[src/rtl/xbus_pkg.sv]
package xbus_pkg;
    localparam int XB_WIDTH = 12;
    localparam int XB_BANKS = 2;

    typedef enum logic {
        LAT_CLOSED = 1'b0,
        LAT_OPEN   = 1'b1
    } lat_mode_e;
endpackage

[src/rtl/xbus_hold.sv]
module xbus_hold #(
    parameter int W = 12
) (
    input  logic         clk,
    input  logic         rst_n,
    input  logic         drv,
    input  logic [W-1:0] pin,
    output logic [W-1:0] eff
);
    logic [W-1:0] kept_q;

    always_ff @(posedge clk or negedge rst_n) begin
        if (!rst_n) begin
            kept_q <= '0;
        end else if (drv) begin
            kept_q <= pin;
        end
    end

    always_comb begin
        eff = drv ? pin : kept_q;
    end
endmodule

[src/rtl/xbus_latch.sv]
module xbus_latch
    import xbus_pkg::*;
#(
    parameter int W = 12
) (
    input  logic         clk,
    input  logic         rst_n,
    input  logic         le,
    input  logic [W-1:0] d,
    output logic [W-1:0] q
);
    lat_mode_e    mode;
    logic [W-1:0] store_q;

    always_comb begin
        mode = le ? LAT_OPEN : LAT_CLOSED;
    end

    always_ff @(posedge clk or negedge rst_n) begin
        if (!rst_n) begin
            store_q <= '0;
        end else begin
            unique case (mode)
                LAT_OPEN:   store_q <= d;
                LAT_CLOSED: store_q <= store_q;
            endcase
        end
    end

    always_comb begin
        unique case (mode)
            LAT_OPEN:   q = d;
            LAT_CLOSED: q = store_q;
        endcase
    end
endmodule

[src/rtl/xbus_drive.sv]
module xbus_drive #(
    parameter int W = 12
) (
    input  logic         oe_n,
    input  logic [W-1:0] val,
    output logic [W-1:0] out,
    output logic [W-1:0] oe
);
    always_comb begin
        oe  = {W{~oe_n}};
        out = oe_n ? '0 : val;
    end
endmodule

[src/rtl/xbus_mux_latch.sv]
module xbus_mux_latch
    import xbus_pkg::*;
#(
    parameter int W = XB_WIDTH
) (
    input  logic         clk,
    input  logic         rst_n,
    input  logic [W-1:0] a_in,
    input  logic         a_drv,
    output logic [W-1:0] a_out,
    output logic [W-1:0] a_oe,
    input  logic [W-1:0] b1_in,
    input  logic         b1_drv,
    output logic [W-1:0] b1_out,
    output logic [W-1:0] b1_oe,
    input  logic [W-1:0] b2_in,
    input  logic         b2_drv,
    output logic [W-1:0] b2_out,
    output logic [W-1:0] b2_oe,
    input  logic         oe_a_n,
    input  logic         oe_b1_n,
    input  logic         oe_b2_n,
    input  logic         le_ab1,
    input  logic         le_ab2,
    input  logic         le_b1a,
    input  logic         le_b2a,
    input  logic         sel
);
    localparam int NB = XB_BANKS;

    logic [W-1:0] a_eff;
    logic [W-1:0] bk_in    [NB];
    logic         bk_drv   [NB];
    logic         bk_oe_n  [NB];
    logic         bk_le_ab [NB];
    logic         bk_le_ba [NB];
    logic [W-1:0] bk_eff   [NB];
    logic [W-1:0] ab_q     [NB];
    logic [W-1:0] ba_q     [NB];
    logic [W-1:0] bk_out   [NB];
    logic [W-1:0] bk_oe    [NB];
    logic [W-1:0] a_val;

    always_comb begin
        bk_in[0]    = b1_in;
        bk_in[1]    = b2_in;
        bk_drv[0]   = b1_drv;
        bk_drv[1]   = b2_drv;
        bk_oe_n[0]  = oe_b1_n;
        bk_oe_n[1]  = oe_b2_n;
        bk_le_ab[0] = le_ab1;
        bk_le_ab[1] = le_ab2;
        bk_le_ba[0] = le_b1a;
        bk_le_ba[1] = le_b2a;
    end

    xbus_hold #(.W(W)) u_hold_a (
        .clk   (clk),
        .rst_n (rst_n),
        .drv   (a_drv),
        .pin   (a_in),
        .eff   (a_eff)
    );

    for (genvar g = 0; g < NB; g++) begin : g_bank
        xbus_hold #(.W(W)) u_hold (
            .clk   (clk),
            .rst_n (rst_n),
            .drv   (bk_drv[g]),
            .pin   (bk_in[g]),
            .eff   (bk_eff[g])
        );

        xbus_latch #(.W(W)) u_lat_ab (
            .clk   (clk),
            .rst_n (rst_n),
            .le    (bk_le_ab[g]),
            .d     (a_eff),
            .q     (ab_q[g])
        );

        xbus_latch #(.W(W)) u_lat_ba (
            .clk   (clk),
            .rst_n (rst_n),
            .le    (bk_le_ba[g]),
            .d     (bk_eff[g]),
            .q     (ba_q[g])
        );

        xbus_drive #(.W(W)) u_drv (
            .oe_n  (bk_oe_n[g]),
            .val   (ab_q[g]),
            .out   (bk_out[g]),
            .oe    (bk_oe[g])
        );
    end

    always_comb begin
        a_val = sel ? ba_q[1] : ba_q[0];
    end

    xbus_drive #(.W(W)) u_drv_a (
        .oe_n  (oe_a_n),
        .val   (a_val),
        .out   (a_out),
        .oe    (a_oe)
    );

    always_comb begin
        b1_out = bk_out[0];
        b1_oe  = bk_oe[0];
        b2_out = bk_out[1];
        b2_oe  = bk_oe[1];
    end
endmodule

[config.mk]
export PLATFORM = sky130hd
export DESIGN_NAME = xbus_mux_latch
export DESIGN_NICKNAME = d
export VERILOG_FILES = /design/src/rtl/xbus_pkg.sv /design/src/rtl/xbus_hold.sv /design/src/rtl/xbus_latch.sv /design/src/rtl/xbus_drive.sv /design/src/rtl/xbus_mux_latch.sv
export SDC_FILE = /design/constraint.sdc
export NUM_CORES = 1
export LEC_CHECK = 0
export ABC_AREA = 1
export BUFFER_PORTS_ARGS = -buffer_cell sky130_fd_sc_hd__buf_2
export CAP_MARGIN = 25
export CORE_MARGIN = 5
export CORE_UTILIZATION = 56
export CTS_CLUSTER_SIZE = 30
export DETAILED_ROUTE_END_ITERATION = 8
export GPL_ROUTABILITY_DRIVEN = 1
export PLACE_DENSITY_LB_ADDON = 0.05
export SYNTH_ARGS = -nofsm -noshare
export SYNTH_HDL_FRONTEND = slang
export SYNTH_SLANG_ARGS = --single-unit
[constraint.sdc]
create_clock -name clk -period 1.4 [get_ports clk]
set_input_delay 0.07 -clock clk [delete_from_list [all_inputs] [get_ports clk]]
set_output_delay 0.07 -clock clk [all_outputs]
set_load 0.01 [all_outputs]
==> results of run 1 <==
flip-flops by register name, summed over array words and instances (netlist names):
name,cells
g_bank.u_hold.kept_q,24
u_hold_a.kept_q,12
g_bank.u_lat_ab.store_q,24
g_bank.u_lat_ba.store_q,24
layer usage:
layer,share of wire,track usage,routed length [um]
met1,0.41,0.2545,3842
met2,0.52,0.3705,4883
met3,0.055,0.05100,510
met4,0.011,0.07212,105
met5,0,0,0
report_power, final:
part	switching, mW	leakage, nW	internal, mW
Sequential	0.0675	1.00	2.67
Combinational	0.684	1.83	0.472
Clock	0.826	0.127	1.28
Total	1.58	2.96	4.42
worst max-delay path, delay by kind of cell:
kind                   cells  cell delay [ns]
AOI/OAI and AO/OA          1             0.19
buffers and inverters      3             0.81
and+or+nand+nor            3             0.26
path summary, 6_finish.rpt:
kind	end	slack (ns)	cells past startpoint
worst min register to register	g_bank[1].u_hold.kept_q[3]	0.47	2
worst min-delay path	g_bank[0].u_hold.kept_q[10]	0.02	5
min in group asynchronous	g_bank[0].u_lat_ab.store_q[11]	0.19	2
worst max-delay path	a_out[10]	-0.00001	7
max in group asynchronous	g_bank[1].u_lat_ba.store_q[0]	0.65	3
worst max register to register	g_bank[1].u_lat_ba.store_q[3]	0.48	2
cell families (layout without fill, tap and decap cells):
| group | after synthesis | count (layout) | synth area share |
|---|---|---|---|
| AND/OR/NAND/NOR | 264 | 264 | 0.2726 |
| buffers and inverters | 109 | 233 | 0.1373 |
| flip-flops | 84 | 84 | 0.5229 |
| AO/OA/AOI/OAI | 48 | 48 | 0.06723 |
synthesized netlist by cell type:
cell / n / area share
a21oi_1: 36 / 0.045
and2_1: 12 / 0.019
buf_1: 4 / 0.0037
buf_2: 6 / 0.0075
buf_4: 34 / 0.063
buf_6: 1 / 0.0028
clkbuf_1: 7 / 0.0065
dfrtp_1: 84 / 0.52
inv_1: 57 / 0.053
nand2_1: 192 / 0.18
nand3_1: 36 / 0.045
nor2_1: 12 / 0.011
o21ai_0: 4 / 0.0050
o21ai_2: 8 / 0.017
or2_2: 12 / 0.019
cells in the final DEF (no fill, tap or decap), types with 4 or more instances in the layout:
| master | netlist | final |
|---|---|---|
| a21oi_2 | 0 | 30 |
| nor2_1 | 12 | 8 |
| and2_1 | 12 | 12 |
| or2_4 | 0 | 9 |
| nand2_1 | 192 | 178 |
| nand3_1 | 36 | 25 |
| a21oi_1 | 36 | 6 |
| nor2_2 | 0 | 4 |
| inv_1 | 57 | 54 |
| nand2_2 | 0 | 14 |
| clkbuf_8 | 0 | 11 |
| o21ai_2 | 8 | 9 |
| buf_2 | 6 | 119 |
| dlygate4sd3_1 | 0 | 28 |
| dfrtp_1 | 84 | 84 |
| nand3_2 | 0 | 11 |
| buf_4 | 34 | 12 |
layout make-up:
type	instances	area, um^2	area share
Clock buffer	12	155.1	0.02921
Clock inverter	4	95.09	0.01790
Inverter	57	214.0	0.04028
Multi-Input combinational cell	312	1639	0.3086
Sequential cell	84	2102	0.3958
Tap cell	96	120.1	0.02261
Timing Repair Buffer	160	985.9	0.1856
timing repair:
item | 4_1_cts | 5_1_grt
buffers inserted | 0 | 3
pin swaps | 11 | 23
cloned | 0 | 0
endpoints found under the hold margin | 80 | 0
endpoints found under the setup margin | 20 | 33
resized for setup | 31 | 51
hold buffers | 28 | 0
==> results by group, run 1 <==
STA
  – Max_slew headroom: 0.6091
  – Sum Neg Setup Slack: -0.00001144 ns
  – Setup WS post-layout: -0.00001144 ns
  – Max Slew Vio Count: 0
  – Hold Vio Cnt, Final: 0
  – Minimum clock period: 1.400 ns
  – Fmax: a little over 700 MHz
  – Final worst-path cycle share: 1.000
  – Worst-Margin Slew: ~0.6 ns
  – Final-report setup violation count: 1
  – Clock skew: between 0.004 and 0.005 ns
  – Hold_ws: around 0.023 ns
  – RSZ-0062 raised after global routing: yes

Route
  – Antenna viol nets, final: 0
  – Initial detailed-routing violation count: 130
  – DR vias/cell: 4.745
  – Detailed Route WL: a little over 9 mm
  – Remaining DRCs: 0
  – Vias: 3,440
  – Routed wire per std cell: about 13 um
  – First-pass iteration count of the detailed router: 4

Placed design
  – GP Congestion: 0.7643
  – Placed insts: around 680
  – Detailed Place HPWL: between 6 and 7 mm
  – I/O Buffers: 120
  – Place WS: approximately 0.15 ns
  – Cell Area, Placed: roughly 4500 um^2

Clock network
  – Root buffer cell: clkbuf_8
  – Num CTS Buffers: 9
  – Worst-path clk slew: about 0.080 ns
  – Clock Sink Count: 84
  – Clock tree buffer depth: 2
  – TritonCTS clock tree: built
  – Worst skew pair latency: 0.34 ns
  – H-tree depth: 3

Floorplan
  – Initial core utilization: 0.5821
  – DIE HEIGHT: 94.73 um
  – Area of the die: about 9000 um^2
  – # rows: 30
  – # IOs: around 120
  – Die width: between 90 and 100 um
  – Core Area: about 6900 um^2

Final layout
  – Area Overhead vs Synth: 32.12%
  – Ant. Diodes: 0
  – Fill cells: 530
  – Layout Cell Area excl Fill: 5311 um^2
  – Core Util, Final: 0.7690
  – Fin cells: 725
  – Nets: about 670
  – Share of layout cells above drive strength 1: 0.3704

Critical path
  – Slowest cell on crit path: dlygate4sd3_1
  – Crit path max fanout: 2
  – CP Capture Type: output pin
  – CP Launch Type: input port
  – Critical register-to-register path startpoint: g_bank[1].u_lat_ba.store_q[3]
  – CP most frequent cell: buf_2
  – Worst Path Required: ~1.3 ns
  – Max incr delay on CP: ~0.54 ns
  – CP Class: in -> out
  – Worst-path cell chain: dlygate4sd3_1, buf_2, nand2_1, nand3_1, a21oi_2, nor2_2, buf_2
  – Arr. time, crit path: between 1 and 1.5 ns
  – Worst Setup SP: b2_in[10]

Power
  – P_leak: a little under 3 nW
  – Peak supply drop: about 970 uV
  – PwrDens: ~1100 nW/um^2
  – Design Power: between 5 and 6 mW

Logic synthesis
  – #FFs+latches synth: 84
  – Syn Inst Count: between 500 and 600
  – Mapped Avg Cell Area: between 7 and 8 um^2
  – Mapped cell area: ~4000 um^2
  – Post-Syn Nets: roughly 550
  – Yosys warnings: 0
  – Synth unique cells: 15
  – Seq/Total Area, Yosys: 0.5229

Status
  – Status: finished with violations
  – Failing checks: setup timing

Global routing
  – GR Overflow Total: 0
  – Initial antenna violation count: 0
  – Largest net degree at the start of global routing: 30
  – Total track usage: 0.2116
  – First-pass GRT wire length: about 15 mm
  – Vias in the first global route: between 3,000 and 4,000

Min path
  – HP Start: b1_in[10]
  – Hold WC Path Type: in -> reg

Flow run
  – Max cap viols: 0
No activity file was read; power rests on OpenSTA's default activity.
==> inputs of run 2 (changes only) <==
--- a/config.mk
+++ b/config.mk
@@ -13,7 +13,7 @@
 export CTS_CLUSTER_SIZE = 30
 export DETAILED_ROUTE_END_ITERATION = 8
 export GPL_ROUTABILITY_DRIVEN = 1
-export PLACE_DENSITY_LB_ADDON = 0.05
+export PLACE_DENSITY = 0.86
 export SYNTH_ARGS = -nofsm -noshare
 export SYNTH_HDL_FRONTEND = slang
 export SYNTH_SLANG_ARGS = --single-unit
==> run 2 against run 1 <==
Net effect: the flow still finishes with violations (setup timing); maximum frequency fell by 5.8%; total power fell by 8.1%; die area did not move; sequential cell count did not move; sequential share of layout area rose by 0.38 points; clock skew rose by 0.0078 ns.
==> results by group, run 2 (synthesized netlist as in run 1, its figures left out) <==
Power
  – PwrDens: 1048 nW/um^2 (was 1129 nW/um^2)
  – Design Power: 5.513 mW (was 5.998 mW)
  – Peak supply drop: 612.4 uV (was 968.4 uV)
  – P_leak: 2.920 nW (was 2.957 nW)

Critical path
  – CP Launch Type: flip-flop (was input port)
  – FF-to-FF path depth: 5 (was 2)
  – Worst r2r dst: g_bank[1].u_lat_ab.store_q[11] (was g_bank[1].u_lat_ba.store_q[3])
  – Critical register-to-register path startpoint: u_hold_a.kept_q[11] (was g_bank[1].u_lat_ba.store_q[3])
  – Arr. time, crit path: 1.42 ns (was 1.33 ns)
  – Crit path max fanout: 3 (was 2)
  – Worst Path Required: 1.33 ns (about the same)
  – Flop-to-flop setup slack: 0.39 ns (was 0.48 ns)
  – CP Class: reg -> out (was in -> out)
  – CP Capture Type: output pin (unchanged)

Global routing
  – Largest net degree at the start of global routing: 33 (was 30)
  – Vias in the first global route: 3,491 (was 3,331)
  – First-pass GRT wire length: 15.88 mm (was 14.82 mm)
  – Initial antenna violation count: 0 (unchanged)
  – GR Overflow Total: 0 (unchanged)
  – Total track usage: 0.2230 (was 0.2116)

Min path
  – Hold Crit Endpoint: g_bank[0].u_hold.kept_q[10] (unchanged)
  – HP Start: b1_in[10] (unchanged)
  – Hold Crit Depth: 5 (unchanged)
  – Hold WC Path Type: in -> reg (unchanged)

Clock network
  – Worst skew pair latency: 0.36 ns (was 0.34 ns)
  – Clock Sink Count: 84 (unchanged)
  – TritonCTS clock tree: built (unchanged)
  – Root buffer cell: clkbuf_8 (unchanged)
  – H-tree depth: 3 (unchanged)
  – Num CTS Buffers: 9 (unchanged)
  – Worst-path clk slew: 0.10 ns (was 0.08 ns)
  – Clock tree buffer depth: 2 (unchanged)

Floorplan
  – Core Area: 6907 um^2 (unchanged)
  – Die width: 94.73 um (unchanged)
  – # IOs: 121 (unchanged)
  – Initial core utilization: 0.5821 (unchanged)
  – Area of the die: 8973 um^2 (unchanged)
  – # rows: 30 (unchanged)
  – DIE HEIGHT: 94.73 um (unchanged)

Placed design
  – Detailed Place HPWL: 6.702 mm (was 6.366 mm)
  – Placed insts: 676 (was 678)
  – I/O Buffers: 120 (unchanged)
  – Place WS: 0.1270 ns (was 0.1462 ns)
  – GP Congestion: 0.8353 (was 0.7643)

Route
  – Routed wire per std cell: 15.71 um (was 12.89 um)
  – First-pass iteration count of the detailed router: 4 (unchanged)
  – Remaining DRCs: 0 (unchanged)
  – Initial detailed-routing violation count: 242 (was 130)
  – DR vias/cell: 5.160 (was 4.745)
  – Antenna viol nets, final: 0 (unchanged)
  – Vias: 3,751 (was 3,440)
  – Detailed Route WL: 11.42 mm (was 9.342 mm)

Final layout
  – Regs by FF count: g_bank.u_hold.kept_q (24), g_bank.u_lat_ab.store_q (24), g_bank.u_lat_ba.store_q (24) (unchanged)
  – Nets: 675 (was 673)
  – Commonest non-fill, non-tap cells in the layout: 174 x nand2_1, 118 x buf_2, 84 x dfrtp_1, 50 x inv_1, 28 x nand3_1 (was 178 x nand2_1, 119 x buf_2, 84 x dfrtp_1, 54 x inv_1, 30 x a21oi_2)
  – Fin cells: 727 (was 725)
  – Commonest non-fill, non-tap cell in the layout: nand2_1 (unchanged)
  – Area Overhead vs Synth: 30.87% (was 32.12%)
  – Fill cells: 429 (was 530)
  – Share of layout cells above drive strength 1: 0.3788 (was 0.3704)
  – Ant. Diodes: 0 (unchanged)

STA
  – Minimum clock period: 1.487 ns (was 1.400 ns)
  – Fmax: 672.5 MHz (was 714.3 MHz)
  – Max Slew Vio Count: 0 (unchanged)
  – Max_slew headroom: 0.6573 (was 0.6091)
  – Clock skew: 0.01208 ns (was 0.004270 ns)
  – Worst-Margin Slew: 0.5135 ns (was 0.5864 ns)
  – Setup WS post-layout: -0.08698 ns (was -0.00001144 ns)
  – Sum Neg Setup Slack: -0.4351 ns (was -0.00001144 ns)
  – RSZ-0062 raised after global routing: yes (unchanged)
  – Final worst-path cycle share: 1.062 (was 1.000)
  – Hold Vio Cnt, Final: 0 (unchanged)
  – Final-report setup violation count: 11 (was 1)
  – Hold_ws: 0.01472 ns (was 0.02257 ns)

Flow run
  – Max cap viols: 0 (unchanged)

Status
  – Failing checks: setup timing (unchanged)
  – Status: finished with violations (unchanged)
-- run 2: cell count changes in the layout (fill, tap and decap cells not counted), moves of 3 or more --
cell	delta
o21ai_2	-4
buf_4	+4
bufinv_16	-3
nand3_2	-3
nand2_2	+4
a21oi_1	+3
inv_2	+4
dlygate4sd3_1	-3
inv_1	-4
nand2_1	-4
o21ai_4	+4
a21oi_2	-3
clkinvlp_4	+3
nand3_1	+3
-- run 2: routing by layer --
metal  routed length, um  vias to the layer above  global-route usage
li1                    -                     1754                   -
met1                4512                     1779              0.2862
met2                5695                      184              0.3799
met3                 904                       34             0.04462
met4                 310                        0             0.07091
met5                   0                        -                   0
-- run 2: metrics by stage --
stage / utilization / area (um^2)
after CTS: 0.7185 / 4962
final: 0.7618 / 5261
after global routing: 0.7618 / 5261
after floorplan: - / 4020
after detailed placement: 0.6491 / 4483
after global placement: 0.6491 / 4483
-- run 2: worst max-delay path by stage --
| stage | startpoint | end | slack, ns | depth (start not counted) |
|---|---|---|---|---|
| global route | g_bank[1].u_lat_ba.store_q[3] | a_out[3] | -0.12 | 4 |
| CTS | g_bank[1].u_lat_ba.store_q[8] | a_out[8] | 0.0002 | 4 |
| detailed placement | a_drv | b2_out[2] | 0.13 | 5 |
| finish | u_hold_a.kept_q[1] | b1_out[1] | -0.09 | 5 |
| floorplan | oe_a_n | a_out[0] | 0.35 | 4 |
| global placement | a_drv | b2_out[2] | 0.14 | 5 |
-- run 2: timing repair --
action / 4_1_cts / 5_1_grt
hold buffers: 25 / 0
gates resized for setup: 21 / 66
pin swaps: 9 / 26
buffers inserted: 0 / 10
hold endpoints to repair: 73 / 0
setup endpoints to repair: 20 / 31
-- run 2: critical path, cell delays in order (launching register included) --
cell	delay, ns
dfrtp_1	0.37
inv_2	0.05
o21ai_4	0.20
nand2_1	0.12
a21oi_2	0.15
buf_2	0.16
-- run 2: layout make-up --
cell class                 count  area (um^2)  area share
clock buffer                  10        127.6     0.02426
multi-input combinational    312         1648      0.3132
timing repair buffer         162         1008      0.1917
inverter                      57        214.0     0.04067
tap                           96        120.1     0.02283
clock inverter                 6        41.29    0.007848
sequential                    84         2102      0.3995
-- run 2: power by group --
part | internal [mW] | switching (mW) | leakage (nW)
combinational | 0.488 | 0.748 | 1.84
sequential | 2.67 | 0.0833 | 1.00
clock | 0.641 | 0.884 | 0.0783
